File: src/rtl/store_wb_queue.sv
module store_wb_queue #(
  parameter int DEPTH = 4,
  parameter int AW = 16,
  parameter int DW = 32,
  parameter int ZW = 4,
  parameter int SW = 16,
  localparam int N = DEPTH + 1,
  localparam int PW = $clog2(N),
  localparam int CW = $clog2(DEPTH + 1)
) (
  input  logic          clk,
  input  logic          rst_n,
  input  logic          alloc_valid_i,
  input  logic [AW-1:0] alloc_addr_i,
  input  logic [DW-1:0] alloc_data_i,
  input  logic [ZW-1:0] alloc_size_i,
  input  logic [SW-1:0] alloc_seq_i,
  output logic          alloc_ready_o,
  output logic [PW-1:0] alloc_idx_o,
  input  logic          commit_valid_i,
  input  logic [SW-1:0] commit_seq_i,
  input  logic          squash_valid_i,
  input  logic [SW-1:0] squash_seq_i,
  output logic          req_valid_o,
  input  logic          req_ready_i,
  input  logic          retry_i,
  output logic [PW-1:0] req_idx_o,
  output logic [AW-1:0] req_addr_o,
  output logic [DW-1:0] req_data_o,
  output logic [ZW-1:0] req_size_o,
  input  logic          ack_valid_i,
  input  logic [PW-1:0] ack_idx_i,
  output logic          blocked_o,
  output logic [CW-1:0] count_o,
  output logic [CW-1:0] await_o
);

  localparam logic [N-1:0] ONE = {{(N-1){1'b0}}, 1'b1};

  function automatic logic [PW-1:0] nxt(input logic [PW-1:0] v);
    return (v == PW'(N - 1)) ? '0 : v + 1'b1;
  endfunction

  logic [AW-1:0] addr_q [N];
  logic [DW-1:0] data_q [N];
  logic [ZW-1:0] size_q [N];
  logic [SW-1:0] seq_q  [N];
  logic [N-1:0]  vld_q, elg_q, snt_q, dne_q;
  logic [PW-1:0] head_q, tail_q, wb_q;
  logic          blk_q;
  logic [CW-1:0] await_q;

  logic          full, alloc_fire, wb_live, zero_fire, accept, ack_ok, ack_inrange;
  logic [N-1:0]  cmask, smask, fmask, amask, elg_c, done_n;
  logic [PW-1:0] head_n, tail_n, p;
  logic          go;
  logic [PW:0]   occ, tdiff;
  int            scnt, ccnt;

  assign full          = (nxt(tail_q) == head_q);
  assign alloc_ready_o = !full;
  assign alloc_idx_o   = tail_q;
  assign alloc_fire    = alloc_valid_i && !full && !squash_valid_i;
  assign amask         = alloc_fire ? (ONE << tail_q) : '0;

  assign occ     = ({1'b0, tail_q} >= {1'b0, head_q}) ? ({1'b0, tail_q} - {1'b0, head_q})
                                                      : ({1'b0, tail_q} + (PW+1)'(N) - {1'b0, head_q});
  assign count_o = CW'(occ);
  assign await_o = await_q;
  assign blocked_o = blk_q;

  assign wb_live     = (wb_q != tail_q) && elg_q[wb_q];
  assign zero_fire   = wb_live && (size_q[wb_q] == '0);
  assign req_valid_o = wb_live && !zero_fire && (!blk_q || retry_i);
  assign accept      = req_valid_o && req_ready_i;
  assign req_idx_o   = wb_q;
  assign req_addr_o  = addr_q[wb_q];
  assign req_data_o  = data_q[wb_q];
  assign req_size_o  = size_q[wb_q];

  assign ack_inrange = ({1'b0, ack_idx_i} < (PW+1)'(N));
  assign ack_ok      = ack_valid_i && ack_inrange && snt_q[ack_idx_i] && !dne_q[ack_idx_i];

  always_comb begin
    for (int i = 0; i < N; i++) begin
      cmask[i] = commit_valid_i && vld_q[i] && !elg_q[i] && (seq_q[i] <= commit_seq_i);
    end
    elg_c = elg_q | cmask;
    for (int i = 0; i < N; i++) begin
      smask[i] = squash_valid_i && vld_q[i] && !elg_c[i] && (seq_q[i] > squash_seq_i);
    end
    ccnt = $countones(cmask);
    scnt = $countones(smask);
  end

  always_comb begin
    done_n = dne_q;
    if (ack_ok)    done_n = done_n | (ONE << ack_idx_i);
    if (zero_fire) done_n = done_n | (ONE << wb_q);
    p = head_q;
    go = 1'b1;
    fmask = '0;
    for (int k = 0; k < N; k++) begin
      if (go && (p != tail_q) && done_n[p]) begin
        fmask = fmask | (ONE << p);
        p = nxt(p);
      end else begin
        go = 1'b0;
      end
    end
    head_n = p;
  end

  always_comb begin
    tdiff = {1'b0, tail_q} + (PW+1)'(N) - (PW+1)'(scnt);
    if (tdiff >= (PW+1)'(N)) tdiff = tdiff - (PW+1)'(N);
    if (squash_valid_i)  tail_n = PW'(tdiff);
    else if (alloc_fire) tail_n = nxt(tail_q);
    else                 tail_n = tail_q;
  end

  always_ff @(posedge clk) begin
    if (!rst_n) begin
      head_q  <= '0;
      tail_q  <= '0;
      wb_q    <= '0;
      blk_q   <= 1'b0;
      await_q <= '0;
      vld_q   <= '0;
      elg_q   <= '0;
      snt_q   <= '0;
      dne_q   <= '0;
    end else begin
      head_q  <= head_n;
      tail_q  <= tail_n;
      if (zero_fire || accept) wb_q <= nxt(wb_q);
      if (req_valid_o && !req_ready_i) blk_q <= 1'b1;
      else if (accept)                 blk_q <= 1'b0;
      await_q <= await_q + CW'(ccnt) - CW'(zero_fire) - CW'(ack_ok);
      vld_q   <= (vld_q & ~fmask & ~smask) | amask;
      elg_q   <= elg_c & ~fmask & ~smask & ~amask;
      snt_q   <= (snt_q | (accept ? (ONE << wb_q) : '0)) & ~fmask & ~amask;
      dne_q   <= done_n & ~fmask & ~amask;
    end
  end

  always_ff @(posedge clk) begin
    if (alloc_fire) begin
      addr_q[tail_q] <= alloc_addr_i;
      data_q[tail_q] <= alloc_data_i;
      size_q[tail_q] <= alloc_size_i;
      seq_q[tail_q]  <= alloc_seq_i;
    end
  end

  a_r1_full_no_growth: assert property (@(posedge clk) disable iff (!rst_n)
    (alloc_valid_i && !alloc_ready_o) |=> (count_o <= $past(count_o)));

  a_r1_count_bound: assert property (@(posedge clk) disable iff (!rst_n)
    count_o <= CW'(DEPTH));

  a_r5_refuse_blocks: assert property (@(posedge clk) disable iff (!rst_n)
    (req_valid_o && !req_ready_i) |=> (blocked_o && $stable(req_idx_o)));

  a_r5_quiet_blocked: assert property (@(posedge clk) disable iff (!rst_n)
    (blocked_o && !retry_i) |-> !req_valid_o);

  a_r6_await_bound: assert property (@(posedge clk) disable iff (!rst_n)
    await_o <= count_o);

  a_r8_squash_shrinks: assert property (@(posedge clk) disable iff (!rst_n)
    squash_valid_i |=> (count_o <= $past(count_o)));

endmodule

File: config.mk
export PLATFORM = sky130hd
export DESIGN_NAME = store_wb_queue
export DESIGN_NICKNAME = d
export VERILOG_FILES = /design/src/rtl/store_wb_queue.sv
export SDC_FILE = /design/constraint.sdc
export NUM_CORES = 1
export LEC_CHECK = 0
export BUFFER_PORTS_ARGS = -buffer_cell sky130_fd_sc_hd__buf_4
export CORE_ASPECT_RATIO = 0.7
export CORE_MARGIN = 1.5
export CORE_UTILIZATION = 45
export DETAILED_ROUTE_END_ITERATION = 10
export PLACE_DENSITY = 0.64
export REMOVE_ABC_BUFFERS = 1
export SLEW_MARGIN = 20
export SYNTH_ARGS = -nofsm -noshare
export SYNTH_HDL_FRONTEND = slang
export SYNTH_SLANG_ARGS = --single-unit
File: constraint.sdc
create_clock -name clk -period 10.5 [get_ports clk]
set_clock_uncertainty 0.1 [all_clocks]
set_input_delay 1.05 -clock clk [delete_from_list [all_inputs] [get_ports clk]]
set_output_delay 1.05 -clock clk [all_outputs]
set_load 0.05 [all_outputs]
==> results of run 1 <==
[synthesized netlist by cell type (12+ instances only)]
| cell | number |
|---|---|
| nor2b_1 | 37 |
| a211oi_1 | 12 |
| edfxtp_1 | 340 |
| dfxtp_1 | 36 |
| nand3_1 | 19 |
| nand2b_1 | 30 |
| mux4_2 | 48 |
| nor2_1 | 60 |
| ha_1 | 208 |
| inv_1 | 93 |
| a21o_1 | 31 |
| nand2_1 | 200 |
| a21oi_1 | 84 |
| o21ai_0 | 59 |
| nor3_1 | 25 |
| o21a_1 | 13 |
| nor4_1 | 19 |
| a31oi_1 | 12 |
| clkbuf_1 | 25 |
| nand4_1 | 38 |
[power by group]
group	switching [mW]	leakage [nW]	internal, mW	total (mW)
combinational	0.635	4.99	0.339	0.974
sequential	0.0592	3.37	1.76	1.82
clock	0.584	0.617	0.796	1.38
total	1.28	8.97	2.90	4.18
[final timing paths]
check                 from  endpoint  slack [ps]  cells after the start
setup / recovery      flop  vld_q[0]        2100                     24
hold / removal    vld_q[4]  vld_q[4]         370                      2
setup reg to reg      flop  vld_q[0]        2100                     24
hold reg to reg   vld_q[4]  vld_q[4]         370                      2
[flip-flops by register name, summed over array words and instances, names as in the netlist, named ones only]
signal,flops
data_q,160
addr_q,80
seq_q,80
size_q,20
dne_q,5
elg_q,5
snt_q,5
vld_q,5
alloc_idx_o,3
await_o,3
head_q,3
req_idx_o,3
blocked_o,1
[area by class of cell]
class / count / area share (%)
tap: 594 / 3.17
antenna: 1 / 0.0107
clock buffer: 48 / 4.37
timing repair buffer: 190 / 6.09
sequential: 376 / 46.7
multi-input combinational: 1076 / 37.1
inverter: 97 / 1.57
clock inverter: 19 / 1.04
[logic make-up (layout without fill, tap and decap cells)]
kind of cell | count (synthesis) | in the layout | share of synthesized area, %
muxes | 65 | 65 | 6.29
AOI/OAI and AO/OA | 305 | 305 | 10.6
and+or+nand+nor | 471 | 471 | 11.3
other | 0 | 1 | 0
DFF | 376 | 376 | 54.3
adders and majority gates | 219 | 219 | 14.0
buffers and inverters | 141 | 354 | 2.80
xor gates and xnor gates | 16 | 16 | 0.696
[critical path: stages, from the launching register on]
cell	delay (ps)
dfxtp_4	640
buf_4	690
mux2i_1	320
o22a_1	290
and2_1	400
a41oi_1	260
or4_1	640
nand2_1	210
ha_1	290
nor4_1	470
nor3_2	150
inv_1	190
ha_1	250
nand2b_1	140
o21ai_0	90
o21ai_1	410
nand2_1	290
inv_1	190
ha_1	310
a2111oi_0	300
or3_1	460
inv_4	90
a311o_4	490
a2111oi_4	420
o31ai_1	140
[stage by stage]
stage / setup slack [ps] / instances / utilization [%] / instance area, um^2
final: 2100 / 2401 / 53.4 / 23400
after global routing: 1400 / 2401 / 53.4 / 23400
after CTS: 2130 / 2400 / 53.4 / 23400
after detailed placement: 2160 / 2333 / 50.5 / 22100
after global placement: 2240 / 2333 / 50.5 / 22100
after floorplan: 1490 / 1549 / - / 19900
[layer usage]
layer / up-vias / wire (um) / GRT usage [%]
met5: - / 13 / 0
met4: 2 / 1570 / 7.15
met3: 87 / 4010 / 5.09
met2: 468 / 23600 / 35.0
met1: 6924 / 26000 / 35.4
li1: 6428 / - / -
==> results.ini, run 1 <==
[outcome]
status = finished, final reports clean

[finish]
final_common_cell = edfxtp_1
seqCellArea_mm2 = 0.0109
multi_input_area_mm2 = 0.00868
fill_cells = 3783
layout-drive-gt1-share_pct = 18.5
areaGrowthSynthToFinish_pct = 16.3
final_cell_mix = edfxtp_1 (340), ha_1 (208), nand2_1 (200)
nets = 2108

[power_and_ir_drop]
finalPower_mw = 4.18
p_leak_nw = 8.97
p_per_area_mw_per_mm2 = 178
ir_drop_uv = 143

[sta]
hold_ws_ps = 372
setup_viol = 0
finalHoldViolations = 0
relSlewSlack_pct = 25.4
tns_ps = 0
rsz0062_at_grt = no
layout_min_cycle_time_ps = 8400
finalMaxSlewViolations = 0
max_freq_mhz = 119
min_period_over_period_pct = 80.0
max_slew.worst_pin.slew_ps = 1120

[synthesis]
yosys.area.top_type = edfxtp_1
synth-main-ff-cell = edfxtp_1
synth_seq_area_share_pct = 54.3
synth_area_mm2 = 0.0201
synth_seq_cells = 376
synthCells = 1593
yosysTopAreaCellShare_pct = 50.7
synth.distinct_cells = 81
async_flop_share_pct = 0
synth-edff-count = 340
synth.area.top_cells = edfxtp_1 (51%), ha_1 (13%), mux4_2 (5.4%), nand2_1 (3.7%), dfxtp_1 (3.6%)
syn_avg_cell_area_um2 = 12.6
yosysWarningCount = 0

[floorplanning]
rows = 64
dieArea_mm2 = 0.0460
core-area_mm2 = 0.0439
ios = 178
die_w_um = 256
start_util_pct = 45.9
die_h_um = 180

[clocking]
cts-root-buf = clkbuf_16
cts-resized-gates = 0
cts_setup_buffers = 0
holdBufCountCts = 0
cts_sinks = 376
cts.reportedPaths.clkPinSlew_ps = 60
clk_path_buf_depth = 3
htree_levels = 2
cts_buffers = 38
cts_tree = built
clk_latency_ps = 560

[setup_path]
worstSetupPathType = reg -> reg
required_ps = 10820
critPathLaunchType = flop
cp_max_fo = 35
end_kind = flop
cp_data_arrival_time_ps = 8710

[global_routing]
overflow = 0
grt_usage_pct = 23.8
grt_first_pass_wirelength_um = 83600
first_global_vias = 13800
grt_antenna_before_repair = 2
grt_max_degree = 57

[place]
io_buffers = 177
gp_congestion = 0.949
hpwl_um = 39800

[detailed_routing]
num_vias = 13900
wl_per_cell_um = 23.0
viasPerCell = 5.79
drtPass1Iterations = 5
drt-initial-drc-count = 1185
drt-total-wl_um = 55200
ant_nets = 0
drc_errors = 0

[hold_path]
worstHoldPathType = reg -> reg

[job]
drv_cap = 0

Note: power is estimated with default switching activity, not from simulation.
==> inputs of run 2 (changes only) <==
Clock period 10.5 ns to 8.7 ns, I/O delays scaled along.
==> results.ini, run 2 (same netlist as run 1, synthesis figures left out) <==
[hold_path]
whs_path_depth = 2
hold_end = vld_q[4]
worstHoldPathType = reg -> reg
hold_start = vld_q[4]

[detailed_routing]
drt-initial-drc-count = 1374
wl_per_cell_um = 23.1
ant_nets = 0
viasPerCell = 5.81
num_vias = 14000
drc_errors = 0
drt-total-wl_um = 55700
drtPass1Iterations = 6

[floorplanning]
start_util_pct = 45.9
die_h_um = 180
core-area_mm2 = 0.0439
ios = 178
rows = 64
dieArea_mm2 = 0.0460
die_w_um = 256

[place]
hpwl_um = 39800
io_buffers = 177
post-place-cells = 2336
gp_congestion = 0.913
post-place-ws_ps = 693

[sta]
setup_viol = 0
relSlewSlack_pct = 26.9
finalMaxSlewViolations = 0
max_freq_mhz = 125
layout_min_cycle_time_ps = 8000
finalHoldViolations = 0
max_slew.worst_pin.slew_ps = 1070
rsz0062_at_grt = no
min_period_over_period_pct = 92.0
hold_ws_ps = 386
setup_ws_ps = 699

[setup_path]
cp_data_arrival_time_ps = 8300
r2r-end = vld_q[0]
worstRegToRegCells = 25
critPathLaunchType = flop
end_kind = flop
rrSetupSlack_ps = 700
required_ps = 9000
worstSetupPathType = reg -> reg
cp_max_fo = 15
rr_startpoint = alloc_idx_o[0]

[finish]
largest_reg_flops = 160
postLayoutCoreUtil_pct = 53.5
areaGrowthSynthToFinish_pct = 16.5
final_cell_mix = edfxtp_1 (340), ha_1 (208), nand2_1 (200)
top_regs = data_q: 160 flops, addr_q: 80 flops, seq_q: 80 flops
top_register = data_q
nets = 2112
layout-drive-gt1-share_pct = 19.0
stdcell_count = 2408
final_common_cell = edfxtp_1

[job]
drv_cap = 0

[global_routing]
overflow = 0
grt_usage_pct = 23.9
grt_first_pass_wirelength_um = 83700
grt_antenna_before_repair = 3
grt_max_degree = 57
first_global_vias = 13800

[clocking]
clk_path_buf_depth = 3
cts.reportedPaths.clkPinSlew_ps = 70
cts_setup_buffers = 0
cts_tree = built
cts-resized-gates = 0
cts-root-buf = clkbuf_16
holdBufCountCts = 0
cts_sinks = 376
clk_latency_ps = 540
htree_levels = 2
cts_buffers = 39

[power_and_ir_drop]
p_per_area_mw_per_mm2 = 215
p_leak_nw = 9.01
ir_drop_uv = 177

[outcome]
status = finished, final reports clean

## run 2: cell count changes in the layout (fill, tap and decap cells not counted), moves of 2 or more
cell | previous run | this run
clkbuf_2 | 2 | 0
clkbuf_8 | 1 | 3
buf_4 | 190 | 192
clkinv_2 | 5 | 12
## run 2: power by group
part           internal (mW)  switching (mW)  leakage [nW]  total [mW]
registers               2.13          0.0625          3.37        2.19
clock network          0.947           0.710         0.632        1.66
logic                  0.415           0.782          5.01        1.20
total                   3.49            1.55          9.01        5.05
## run 2: cell type report
| cell class | instances | area, um^2 |
|---|---|---|
| Multi-Input combinational cell | 1076 | 8680 |
| Inverter | 97 | 367 |
| Antenna cell | 1 | 2.50 |
| Tap cell | 594 | 743 |
| Timing Repair Buffer | 193 | 1470 |
| Clock inverter | 24 | 233 |
| Fill cell | 3795 | 20400 |
| Sequential cell | 376 | 10900 |
| Clock buffer | 47 | 1040 |
## run 2: worst max-delay path: stages (launching register included)
cell       delay [ps]
dfxtp_1           670
inv_1             290
ha_1              430
a311oi_2          450
inv_1              70
o21bai_1          260
a41oi_1           140
or4_1             620
nand2_1           210
inv_1             110
ha_1              240
nor4_1            270
o21ai_0           130
o211ai_2          240
ha_1              330
o41a_1            410
or2_1             370
ha_1              290
ha_1              360
nor2_1             70
o21a_1            170
or3_1             550
inv_4             160
o211ai_2          250
a2111oi_4         540
o31ai_1           140
## run 2: worst max-delay path by stage
stage,slack [ps],startpoint,endpoint
3_5_place_dp,690,alloc_idx_o[0],vld_q[2]
3_3_place_gp,930,alloc_idx_o[0],vld_q[2]
4_1_cts,630,alloc_idx_o[0],vld_q[2]
2_1_floorplan,-310,flop,vld_q[0]
6_report,700,alloc_idx_o[0],vld_q[0]
5_1_grt,200,alloc_idx_o[0],vld_q[0]
## run 2: through the flow
stage	cell area (um^2)	setup TNS, ps	power [mW]
after floorplan	19900	-4700	3.01
after global placement	22200	0	3.39
after detailed placement	22200	0	3.41
after CTS	23500	0	5.08
after global routing	23500	0	5.26
final	23500	0	5.05
## run 2: metal layers
metal	vias to the layer above	global-route usage, %	wire, um
met5	-	0	13
met4	2	5.75	1260
met3	75	4.57	4630
met2	565	36.2	24400
met1	6895	35.6	25400
li1	6446	-	-
==> inputs of run 3 (changes only) <==
--- a/config.mk
+++ b/config.mk
@@ -13,3 +13,2 @@
 export PLACE_DENSITY = 0.64
-export REMOVE_ABC_BUFFERS = 1
 export SLEW_MARGIN = 20
--- a/constraint.sdc
+++ b/constraint.sdc
@@ -4,2 +4,2 @@
 set_output_delay 0.87 -clock clk [all_outputs]
-set_load 0.05 [all_outputs]
+set_load 0.01 [all_outputs]
==> results.ini, run 3 (same netlist as run 1, synthesis figures left out) <==
[floorplanning]
ios = 178
die_w_um = 256
dieArea_mm2 = 0.0460
rows = 64
die_h_um = 180
start_util_pct = 45.9
core-area_mm2 = 0.0439

[global_routing]
grt_max_degree = 50
overflow = 0
grt_first_pass_wirelength_um = 84000
first_global_vias = 13400
grt_antenna_before_repair = 1
grt_usage_pct = 24.0

[detailed_routing]
ant_nets = 0
drc_errors = 0
num_vias = 13900
wl_per_cell_um = 22.9
drt-initial-drc-count = 1502
drt-total-wl_um = 55300
viasPerCell = 5.79
drtPass1Iterations = 5

[place]
hpwl_um = 39800
gp_congestion = 0.993
place_area_mm2 = 0.0222
post-place-ws_ps = 822
io_buffers = 177

[finish]
nets = 2117
top_register = data_q
layout-drive-gt1-share_pct = 19.0
postLayoutCellArea_mm2 = 0.0234
final_cell_mix = edfxtp_1 (340), ha_1 (208), nand2_1 (200)
postLayoutCoreUtil_pct = 53.4
diodes = 0
areaGrowthSynthToFinish_pct = 16.4
top_regs = data_q: 160 flops, addr_q: 80 flops, seq_q: 80 flops
largest_reg_flops = 160
final_common_cell = edfxtp_1

[sta]
layout_min_cycle_time_ps = 8190
setup_ws_ps = 509
min_period_over_period_pct = 94.2
rsz0062_at_grt = no
hold_ws_ps = 378
finalHoldViolations = 0
tns_ps = 0
relSlewSlack_pct = 26.4
max_slew.worst_pin.slew_ps = 1100
finalMaxSlewViolations = 0
max_freq_mhz = 122
setup_viol = 0

[power_and_ir_drop]
p_leak_nw = 8.99
p_per_area_mw_per_mm2 = 208
ir_drop_uv = 218

[clocking]
cts.reportedPaths.clkPinSlew_ps = 70
clk_path_buf_depth = 3
cts_setup_buffers = 0
clk_latency_ps = 560
cts_sinks = 376
cts-root-buf = clkbuf_16
cts_buffers = 39
holdBufCountCts = 0
htree_levels = 2
cts_tree = built
cts-resized-gates = 0

[setup_path]
end_kind = flop
cp_max_fo = 11
required_ps = 9020
worstSetupPathType = reg -> reg
critPathLaunchType = flop
cp_data_arrival_time_ps = 8510

[job]
drv_cap = 0

[hold_path]
worstHoldPathType = reg -> reg

[synthesis]
syn-num-nets = 1922

[outcome]
status = finished, final reports clean

==> run 3: changes by cell type in the layout (fill, tap and decap cells not counted), sizes merged <==
cell	delta
clkinv	-12
buf	+5
clkinvlp	+5
clkbuf	+3
inv	+3
bufinv	-1
diode	-1
==> run 3: path summary, 6_finish.rpt <==
check | from | end | slack [ps] | cells past startpoint
setup / recovery | head_q[1] | vld_q[2] | 510 | 24
hold / removal | vld_q[4] | vld_q[4] | 380 | 2
setup reg to reg | head_q[1] | vld_q[2] | 510 | 24
hold reg to reg | vld_q[4] | vld_q[4] | 380 | 2
==> run 3: final cells by class <==
type | instances | area [um^2]
timing repair buffer | 198 | 1490
sequential | 376 | 10900
clock inverter | 19 | 193
inverter | 97 | 367
tap | 594 | 743
fill | 3734 | 20400
clock buffer | 50 | 1050
multi-input combinational | 1076 | 8670
==> run 3: power breakdown <==
| group | switching (mW) | internal, mW |
|---|---|---|
| clock | 0.723 | 0.926 |
| sequential | 0.0466 | 2.13 |
| combinational | 0.636 | 0.412 |
==> run 3: through the flow <==
step	power, mW	cells
final	4.87	2410
after global routing	5.09	2410
after CTS	4.89	2410
after detailed placement	3.24	2341
after global placement	3.23	2341
after floorplan	2.84	1593
==> run 3: per-layer routing <==
layer	track usage [%]	routed length [um]
met1	38.0	27100
met2	32.9	22300
met3	6.03	4970
met4	4.45	920
met5	0	13
==> run 3: worst max-delay path: stages (launching register included) <==
cell	delay, ps
dfxtp_1	610
inv_1	300
ha_1	410
a311oi_1	560
inv_1	90
o21bai_1	260
a41oi_1	130
or4_1	640
nand2_1	220
inv_1	110
ha_1	250
nor4_1	270
o21ai_0	130
o211ai_2	220
ha_1	330
o41a_1	410
or2_1	370
ha_1	280
ha_1	340
nor4_1	320
or3_1	490
inv_4	90
a311o_4	500
a2111oi_4	460
o31ai_1	140
